## src/rtl/dsd_pkg.sv

```systemverilog
package dsd_pkg;

    localparam int N_SPECIAL = 8;
    localparam int N_PAGE    = 4;
    localparam int PAGE_W    = 24;
    localparam int SP_W      = 16;

    // Local register index = port - (IO_COUNT - N_SPECIAL); order fixed by port map
    localparam logic [2:0] SIDX_PAGE_D = 3'd0;
    localparam logic [2:0] SIDX_PAGE_X = 3'd1;
    localparam logic [2:0] SIDX_PAGE_Y = 3'd2;
    localparam logic [2:0] SIDX_PAGE_Z = 3'd3;
    localparam logic [2:0] SIDX_JUMP   = 3'd4;
    localparam logic [2:0] SIDX_SP_LO  = 3'd5;
    localparam logic [2:0] SIDX_SP_HI  = 3'd6;
    localparam logic [2:0] SIDX_STATUS = 3'd7;

    typedef enum logic [1:0] {
        RGN_RF  = 2'd0,
        RGN_IO  = 2'd1,
        RGN_MEM = 2'd2
    } region_e;

    typedef enum logic [1:0] {
        SRC_RF  = 2'd0,
        SRC_IO  = 2'd1,
        SRC_MEM = 2'd2,
        SRC_SPC = 2'd3
    } rsrc_e;

    typedef struct packed {
        region_e    rgn;
        logic       special;
        logic [2:0] sidx;
    } decoded_t;

    function automatic logic [PAGE_W-1:0] to_page(input logic [7:0] b);
        return {b, 16'h0000};
    endfunction

    function automatic logic [7:0] from_page(input logic [PAGE_W-1:0] v);
        return v[PAGE_W-1:PAGE_W-8];
    endfunction

    function automatic rsrc_e source_of(input decoded_t d);
        if (d.special)            return SRC_SPC;
        else if (d.rgn == RGN_RF) return SRC_RF;
        else if (d.rgn == RGN_IO) return SRC_IO;
        else                      return SRC_MEM;
    endfunction

endpackage

```

## src/rtl/dsd_region_decode.sv

```systemverilog
module dsd_region_decode
    import dsd_pkg::*;
#(
    parameter int ADDR_W   = 24,
    parameter int RF_COUNT = 32,
    parameter int IO_COUNT = 64
) (
    input  logic [ADDR_W-1:0]           addr,
    output decoded_t                    dec,
    output logic [$clog2(RF_COUNT)-1:0] rf_idx,
    output logic [$clog2(IO_COUNT)-1:0] io_port
);
    localparam int RF_IDX_W  = $clog2(RF_COUNT);
    localparam int IO_PORT_W = $clog2(IO_COUNT);
    localparam logic [ADDR_W-1:0]    RF_END   = ADDR_W'(RF_COUNT);
    localparam logic [ADDR_W-1:0]    IO_END   = ADDR_W'(RF_COUNT + IO_COUNT);
    localparam logic [IO_PORT_W-1:0] SPC_BASE = IO_PORT_W'(IO_COUNT - N_SPECIAL);

    logic [ADDR_W-1:0]    io_off;
    logic [IO_PORT_W-1:0] spc_off;
    logic                 unused_dec;

    always_comb begin
        io_off  = addr - RF_END;
        io_port = io_off[IO_PORT_W-1:0];
        rf_idx  = addr[RF_IDX_W-1:0];
        spc_off = io_port - SPC_BASE;
        if (addr < RF_END)      dec.rgn = RGN_RF;
        else if (addr < IO_END) dec.rgn = RGN_IO;
        else                    dec.rgn = RGN_MEM;
        dec.special = (dec.rgn == RGN_IO) && (io_port >= SPC_BASE);
        dec.sidx    = spc_off[2:0];
    end

    assign unused_dec = ^{io_off[ADDR_W-1:IO_PORT_W], spc_off[IO_PORT_W-1:3]};
endmodule

```

## src/rtl/dsd_core_regs.sv

```systemverilog
module dsd_core_regs
    import dsd_pkg::*;
#(
    parameter logic [N_PAGE-1:0] FEAT_PAGE   = 4'b1110,
    parameter bit                TWO_BYTE_SP = 1'b1
) (
    input  logic                          clk,
    input  logic                          rst,
    input  logic                          wr_en,
    input  logic [2:0]                    wr_idx,
    input  logic [7:0]                    wbyte,
    input  logic [2:0]                    rd_idx,
    output logic [7:0]                    rd_byte,
    output logic [N_PAGE-1:0][PAGE_W-1:0] page_q,
    output logic [PAGE_W-1:0]             jump_q,
    output logic [SP_W-1:0]               sp_q,
    output logic [7:0]                    sreg_q
);
    for (genvar g = 0; g < N_PAGE; g++) begin : g_page
        if (FEAT_PAGE[g]) begin : g_on
            logic [PAGE_W-1:0] r;
            always_ff @(posedge clk) begin
                if (rst)                                    r <= '0;
                else if (wr_en && wr_idx == 3'(SIDX_PAGE_D + g)) r <= to_page(wbyte);
            end
            assign page_q[g] = r;


            page_load_chk: assert property (@(posedge clk) disable iff (rst)
                (wr_en && wr_idx == 3'(SIDX_PAGE_D + g)) |=>
                (page_q[g] == {$past(wbyte), 16'h0000}));
        end else begin : g_off
            assign page_q[g] = '0;
        end
    end

    always_ff @(posedge clk) begin
        if (rst) begin
            jump_q <= '0;
            sp_q   <= '0;
            sreg_q <= '0;
        end else if (wr_en) begin
            if (wr_idx == SIDX_JUMP)                  jump_q      <= to_page(wbyte);
            if (wr_idx == SIDX_SP_LO)                 sp_q[7:0]   <= wbyte;
            if (wr_idx == SIDX_SP_HI && TWO_BYTE_SP)  sp_q[15:8]  <= wbyte;
            if (wr_idx == SIDX_STATUS)                sreg_q      <= wbyte;
        end
    end

    always_comb begin
        case (rd_idx)
            SIDX_JUMP:   rd_byte = from_page(jump_q);
            SIDX_SP_LO:  rd_byte = sp_q[7:0];
            SIDX_SP_HI:  rd_byte = sp_q[15:8];
            SIDX_STATUS: rd_byte = sreg_q;
            default:     rd_byte = from_page(page_q[rd_idx[1:0]]);
        endcase
    end


    jump_load_chk: assert property (@(posedge clk) disable iff (rst)
        (wr_en && wr_idx == SIDX_JUMP) |=> (jump_q == {$past(wbyte), 16'h0000}));


    sp_lo_keep_chk: assert property (@(posedge clk) disable iff (rst)
        (wr_en && wr_idx == SIDX_SP_LO) |=>
        (sp_q[7:0] == $past(wbyte) && sp_q[15:8] == $past(sp_q[15:8])));


    sp_hi_gate_chk: assert property (@(posedge clk) disable iff (rst)
        (wr_en && wr_idx == SIDX_SP_HI) |=>
        (sp_q[15:8] == (TWO_BYTE_SP ? $past(wbyte) : $past(sp_q[15:8]))));
endmodule

```

## src/rtl/dsd_read_return.sv

```systemverilog
module dsd_read_return
    import dsd_pkg::*;
(
    input  logic       clk,
    input  logic       rst,
    input  logic       rd_req,
    input  rsrc_e      src,
    input  logic [7:0] spc_byte,
    input  logic [7:0] rf_rdata,
    input  logic [7:0] io_rdata,
    input  logic [7:0] mem_rdata,
    output logic       rd_valid,
    output logic [7:0] rd_data
);
    logic       valid_q;
    rsrc_e      src_q;
    logic [7:0] spc_q;

    always_ff @(posedge clk) begin
        if (rst) begin
            valid_q <= 1'b0;
            src_q   <= SRC_RF;
            spc_q   <= '0;
        end else begin
            valid_q <= rd_req;
            if (rd_req) begin
                src_q <= src;
                spc_q <= spc_byte;
            end
        end
    end

    always_comb begin
        rd_valid = valid_q;
        rd_data  = '0;
        if (valid_q) begin
            case (src_q)
                SRC_RF:  rd_data = rf_rdata;
                SRC_IO:  rd_data = io_rdata;
                SRC_MEM: rd_data = mem_rdata;
                default: rd_data = spc_q;
            endcase
        end
    end


    rd_follow_chk: assert property (@(posedge clk) disable iff (rst)
        rd_req |=> rd_valid);


    rd_quiet_chk: assert property (@(posedge clk) disable iff (rst)
        !rd_req |=> !rd_valid);
endmodule

```

## src/rtl/dspace_decoder.sv

```systemverilog
module dspace_decoder
    import dsd_pkg::*;
#(
    parameter int                ADDR_W      = 24,
    parameter int                WIN_W       = 16,
    parameter int                RF_COUNT    = 32,
    parameter int                IO_COUNT    = 64,
    parameter logic [N_PAGE-1:0] FEAT_PAGE   = 4'b1110,
    parameter bit                TWO_BYTE_SP = 1'b1
) (
    input  logic                          clk,
    input  logic                          rst,
    input  logic                          acc_valid,
    input  logic                          acc_write,
    input  logic [ADDR_W-1:0]             acc_addr,
    input  logic [WIN_W-1:0]              acc_wdata,
    output logic                          rd_valid,
    output logic [7:0]                    rd_data,
    output logic                          rf_we,
    output logic                          rf_re,
    output logic [$clog2(RF_COUNT)-1:0]   rf_addr,
    output logic [7:0]                    rf_wdata,
    input  logic [7:0]                    rf_rdata,
    output logic                          io_we,
    output logic                          io_re,
    output logic [$clog2(IO_COUNT)-1:0]   io_port,
    output logic [7:0]                    io_wdata,
    input  logic [7:0]                    io_rdata,
    output logic                          mem_we,
    output logic                          mem_re,
    output logic [ADDR_W-1:0]             mem_addr,
    output logic [7:0]                    mem_wdata,
    input  logic [7:0]                    mem_rdata,
    output logic [PAGE_W-1:0]             page_d,
    output logic [PAGE_W-1:0]             page_x,
    output logic [PAGE_W-1:0]             page_y,
    output logic [PAGE_W-1:0]             page_z,
    output logic [PAGE_W-1:0]             jump_ext,
    output logic [SP_W-1:0]               stack_ptr,
    output logic [7:0]                    status
);
    localparam int IO_PORT_W = $clog2(IO_COUNT);
    localparam logic [IO_PORT_W-1:0] SPC_BASE = IO_PORT_W'(IO_COUNT - N_SPECIAL);

    decoded_t                    dec;
    logic [7:0]                  wbyte;
    logic [7:0]                  spc_byte;
    logic                        do_wr;
    logic                        do_rd;
    logic [N_PAGE-1:0][PAGE_W-1:0] page_q;
    logic                        unused_win;

    assign wbyte      = acc_wdata[7:0];
    assign unused_win = ^acc_wdata[WIN_W-1:8];
    assign do_wr      = acc_valid &&  acc_write;
    assign do_rd      = acc_valid && !acc_write;

    dsd_region_decode #(
        .ADDR_W   (ADDR_W),
        .RF_COUNT (RF_COUNT),
        .IO_COUNT (IO_COUNT)
    ) u_dec (
        .addr    (acc_addr),
        .dec     (dec),
        .rf_idx  (rf_addr),
        .io_port (io_port)
    );

    always_comb begin
        rf_we     = do_wr && dec.rgn == RGN_RF;
        rf_re     = do_rd && dec.rgn == RGN_RF;
        io_we     = do_wr && dec.rgn == RGN_IO && !dec.special;
        io_re     = do_rd && dec.rgn == RGN_IO && !dec.special;
        mem_we    = do_wr && dec.rgn == RGN_MEM;
        mem_re    = do_rd && dec.rgn == RGN_MEM;
        mem_addr  = acc_addr;
        rf_wdata  = wbyte;
        io_wdata  = wbyte;
        mem_wdata = wbyte;
    end

    dsd_core_regs #(
        .FEAT_PAGE   (FEAT_PAGE),
        .TWO_BYTE_SP (TWO_BYTE_SP)
    ) u_regs (
        .clk     (clk),
        .rst     (rst),
        .wr_en   (do_wr && dec.special),
        .wr_idx  (dec.sidx),
        .wbyte   (wbyte),
        .rd_idx  (dec.sidx),
        .rd_byte (spc_byte),
        .page_q  (page_q),
        .jump_q  (jump_ext),
        .sp_q    (stack_ptr),
        .sreg_q  (status)
    );

    assign page_d = page_q[0];
    assign page_x = page_q[1];
    assign page_y = page_q[2];
    assign page_z = page_q[3];

    dsd_read_return u_ret (
        .clk       (clk),
        .rst       (rst),
        .rd_req    (do_rd),
        .src       (source_of(dec)),
        .spc_byte  (spc_byte),
        .rf_rdata  (rf_rdata),
        .io_rdata  (io_rdata),
        .mem_rdata (mem_rdata),
        .rd_valid  (rd_valid),
        .rd_data   (rd_data)
    );


    one_target_chk: assert property (@(posedge clk) disable iff (rst)
        $onehot0({rf_we, rf_re, io_we, io_re, mem_we, mem_re}));


    no_special_on_bus_chk: assert property (@(posedge clk) disable iff (rst)
        (io_we || io_re) |-> (io_port < SPC_BASE));
endmodule

```

## config.mk

```make
export PLATFORM = sky130hd
export DESIGN_NAME = dspace_decoder
export DESIGN_NICKNAME = d
export VERILOG_FILES = /design/src/rtl/dsd_pkg.sv /design/src/rtl/dsd_region_decode.sv /design/src/rtl/dsd_core_regs.sv /design/src/rtl/dsd_read_return.sv /design/src/rtl/dspace_decoder.sv
export SDC_FILE = /design/constraint.sdc
export NUM_CORES = 1
export LEC_CHECK = 0
export ABC_AREA = 0
export ABC_CLOCK_PERIOD_IN_PS = 5870
export BUFFER_PORTS_ARGS = -buffer_cell sky130_fd_sc_hd__buf_2
export CAP_MARGIN = 10
export CORE_ASPECT_RATIO = 0.5
export CORE_UTILIZATION = 47
export DETAILED_ROUTE_END_ITERATION = 6
export PLACE_DENSITY = 0.87
export SLEW_MARGIN = 20
export SYNTH_ARGS = -nofsm -noshare
export SYNTH_HDL_FRONTEND = slang
export SYNTH_SLANG_ARGS = --single-unit
```

## constraint.sdc

```tcl
create_clock -name clk -period 5.87 [get_ports clk]
set_input_delay 0.8805 -clock clk [delete_from_list [all_inputs] [get_ports clk]]
set_output_delay 0.8805 -clock clk [all_outputs]
set_load 0.005 [all_outputs]
```

==> impl_metrics.yaml <==
synthesis:
  synth_top_area_cell: "dfxtp_1"
  synthTopCellsByCount: "buf_4, nand2b_1, dfxtp_1, mux2i_1, mux4_2"
  synth_fa_ha_area_share_pct: 0
  synth_top_area_share_pct: 29.5
  synth_edf_count: 0
  synthCells: 466
  ys_ff_latch: 67
  netlist_area_um2: 4540
  synth_most_common_cell: "buf_4"
  synth_ff_type: "dfxtp_1"
  synth_top_family_by_area: "buffers and inverters"
  ys_warn_count: 0
  async_flop_share_pct: 0
  synth_compound_area_share_pct: 3.06
  syn_area_per_cell_um2: 9.75
  seq_area_frac_synth_pct: 29.5
  ys_top_cells_by_area: "dfxtp_1, buf_4, mux2i_1"
  synthSimpleGateAreaFrac_pct: 19.0
  ys_types: 35
  muxShareOfSynthArea_pct: 22.3
  synth_xor_area_share_pct: 0.193
sta:
  hold_violations: 0
  holdWs_ns: 0.455
  relSlewSlack_pct: 33.5
  fmax_mhz: 305
  min_period_ns: 3.28
  finalWorstSetupSlack_ns: 2.59
  worstMarginPinSlew_ns: 0.998
  slew_violations: 0
  setup_viol: 0
  skew_ns: 0.00614
  rsz0062_at_grt: "false"
  fin_crit_sh_pct: 55.9
  finalSetupTns_ns: 0
clock_network:
  cts_setup_buffers: 0
  clk_latency_ns: 0.33
  cts_hold_buffers: 0
  clk_path_buf_depth: 2
  htreeDepth: 3
  clkTransAtPathRegs_ns: 0.05
  cts.sinks: 67
  cts_buffers: 9
  cts_resized: 0
  cts-root-buf: "clkbuf_16"
  cts_tree: "done"
global_route:
  grt.overflow.total: 0
  grt_antenna_before_repair: 0
  grt_max_degree: 76
  grt_pass1_vias: 3095
  grt_pass1_wl_um: 16600
  grt.total_usage_pct: 21.7
setup_path:
  path_cells: "buf_2 -> or4_1 -> nor2_1 -> buf_4 -> nand3_1 -> nor4_1 -> buf_2"
  r2r_slack_ns: 4.52
  worst-path-buf-inv: 3
  crit_fanout: 11
  cp_slowest_stage_delay_ns: 0.52
  critPathTopFamily: "simple AND/OR/NAND/NOR gates"
  crit_path_frequent_cell: "buf_2"
  critical_path.slowest_cell: "or4_1"
  path_class: "in2out"
  start_kind: "input pin"
  crit_required_ns: 4.99
  cp-end-kind: "primary output"
  crit_arrival_ns: 2.40
power:
  p_seq_share_pct: 43.7
  power_mw: 1.06
  p_switching_mw: 0.261
  swShare_pct: 24.7
  p_per_area_nw_per_um2: 208
  leakagePower_nw: 2.84
  clockPowerShare_pct: 44.6
  comb_power_share_pct: 11.7
  vdd_drop_max_mv: 0.146
  internal_power_mw: 0.796
cells_and_area:
  layout.nets: 659
  syn2layout_area_growth_pct: 12.2
  num-fill-cells: 786
  drive_above_1_share_pct: 40.3
  antenna-diode-count: 0
route:
  drt-wirelength-per-cell_um: 15.2
  dr_total_vias: 3437
  dr.first_iter.drc_count: 207
  first_pass_iters: 4
  via_per_inst: 4.73
  route.detailed.drc: 0
  antenna_left: 0
  wl_um: 11100
die:
  start_util_pct: 50.2
  die_h_um: 71.5
  core-area_um2: 9040
  io-pin-count: 286
  rows: 24
  die_width_um: 141
  die_area_um2: 10100
hold_path:
  hold_class: "reg2reg"
placement:
  io_buffers: 189
  place.gp.congestion: 0.816
  dp_hpwl_um: 8400
  dp_slack_ns: 2.54
run:
  cap_violations: 0
status:
  run_status: "completed"
logic make-up (layout without fill, tap and decap cells):
group	Yosys count	after routing
xor gates and xnor gates	1	1
buffers and inverters	166	209
DFF	67	67
other	1	88
AOI/OAI and AO/OA	19	19
muxes	80	80
and+or+nand+nor	132	132
state kept, by name, summed over array words and instances, names as in the netlist:
register              cells
u_regs.g_page.g_on.r     24
u_regs.sp_q              16
u_ret.rd_valid            1
u_regs.sreg_q             8
u_ret.src_q               2
u_regs.jump_q             8
u_ret.spc_q               8
placed cells by master, fill, tap and decap left out, drive strengths merged:
cell,count
nor3b,1
xnor2,1
buf,192
nand4b,1
nor2,8
nor3,7
nor4,4
o22ai,5
inv,1
and4,1
a21oi,5
dfxtp,67
a221o,3
nand2,9
clkinvlp,2
nand2b,69
conb,88
nand4,7
nor2b,5
a221oi,5
or4,3
mux2i,56
and2,8
clkinv,3
mux4,16
nand3,6
a311oi,1
clkbuf,11
and3,3
mux2,8
routing by layer:
layer | global-route usage (%) | vias up | wire length [um]
met5 | 0 | - | 0
met3 | 5.88 | 8 | 630
met2 | 37.9 | 140 | 5530
li1 | - | 1626 | -
met1 | 27.3 | 1663 | 4810
met4 | 4.47 | 0 | 96
layout make-up:
class,count,area [um^2],area share [%]
repair buffers,192,968,19.0
clock inverters,5,30.0,0.589
well taps,130,163,3.19
flip-flops and latches,67,1340,26.3
inverters,1,3.75,0.0736
multi-input cells,320,2360,46.3
clock buffers,11,233,4.57
stage by stage:
stage	cell area, um^2	util [%]	instances
final	5100	56.4	726
after global routing	5100	56.4	726
after CTS	5100	56.4	726
after detailed placement	4830	53.5	710
after global placement	4830	53.5	710
after floorplan	4870	-	553
power groups by stage:
| stage | Combinational, mW | Sequential, mW | Clock (mW) |
|---|---|---|---|
| after floorplan | 0.136 | 0.470 | 0 |
| after global placement | 0.120 | 0.472 | 0 |
| after detailed placement | 0.123 | 0.472 | 0 |
| after CTS | 0.123 | 0.462 | 0.477 |
| after global routing | 0.138 | 0.463 | 0.500 |
| final | 0.124 | 0.462 | 0.472 |
final timing paths:
check | from | to | cells after the start
max reg2reg | u_regs.sreg_q[0]$_SDFFE_PP0P_ | u_ret.spc_q[0]$_SDFFE_PP0P_ | 4
min | u_ret.spc_q[0]$_SDFFE_PP0P_ | u_ret.spc_q[0]$_SDFFE_PP0P_ | 2
min reg2reg | u_ret.spc_q[0]$_SDFFE_PP0P_ | u_ret.spc_q[0]$_SDFFE_PP0P_ | 2
max | acc_addr[13] | rf_we | 7
worst min-delay path, stage by stage (launching register included):
cell and delay (ns):
dfxtp_1 0.30, nand2_1 0.05, a21oi_1 0.05
Power figures use the tool's default switching activity.
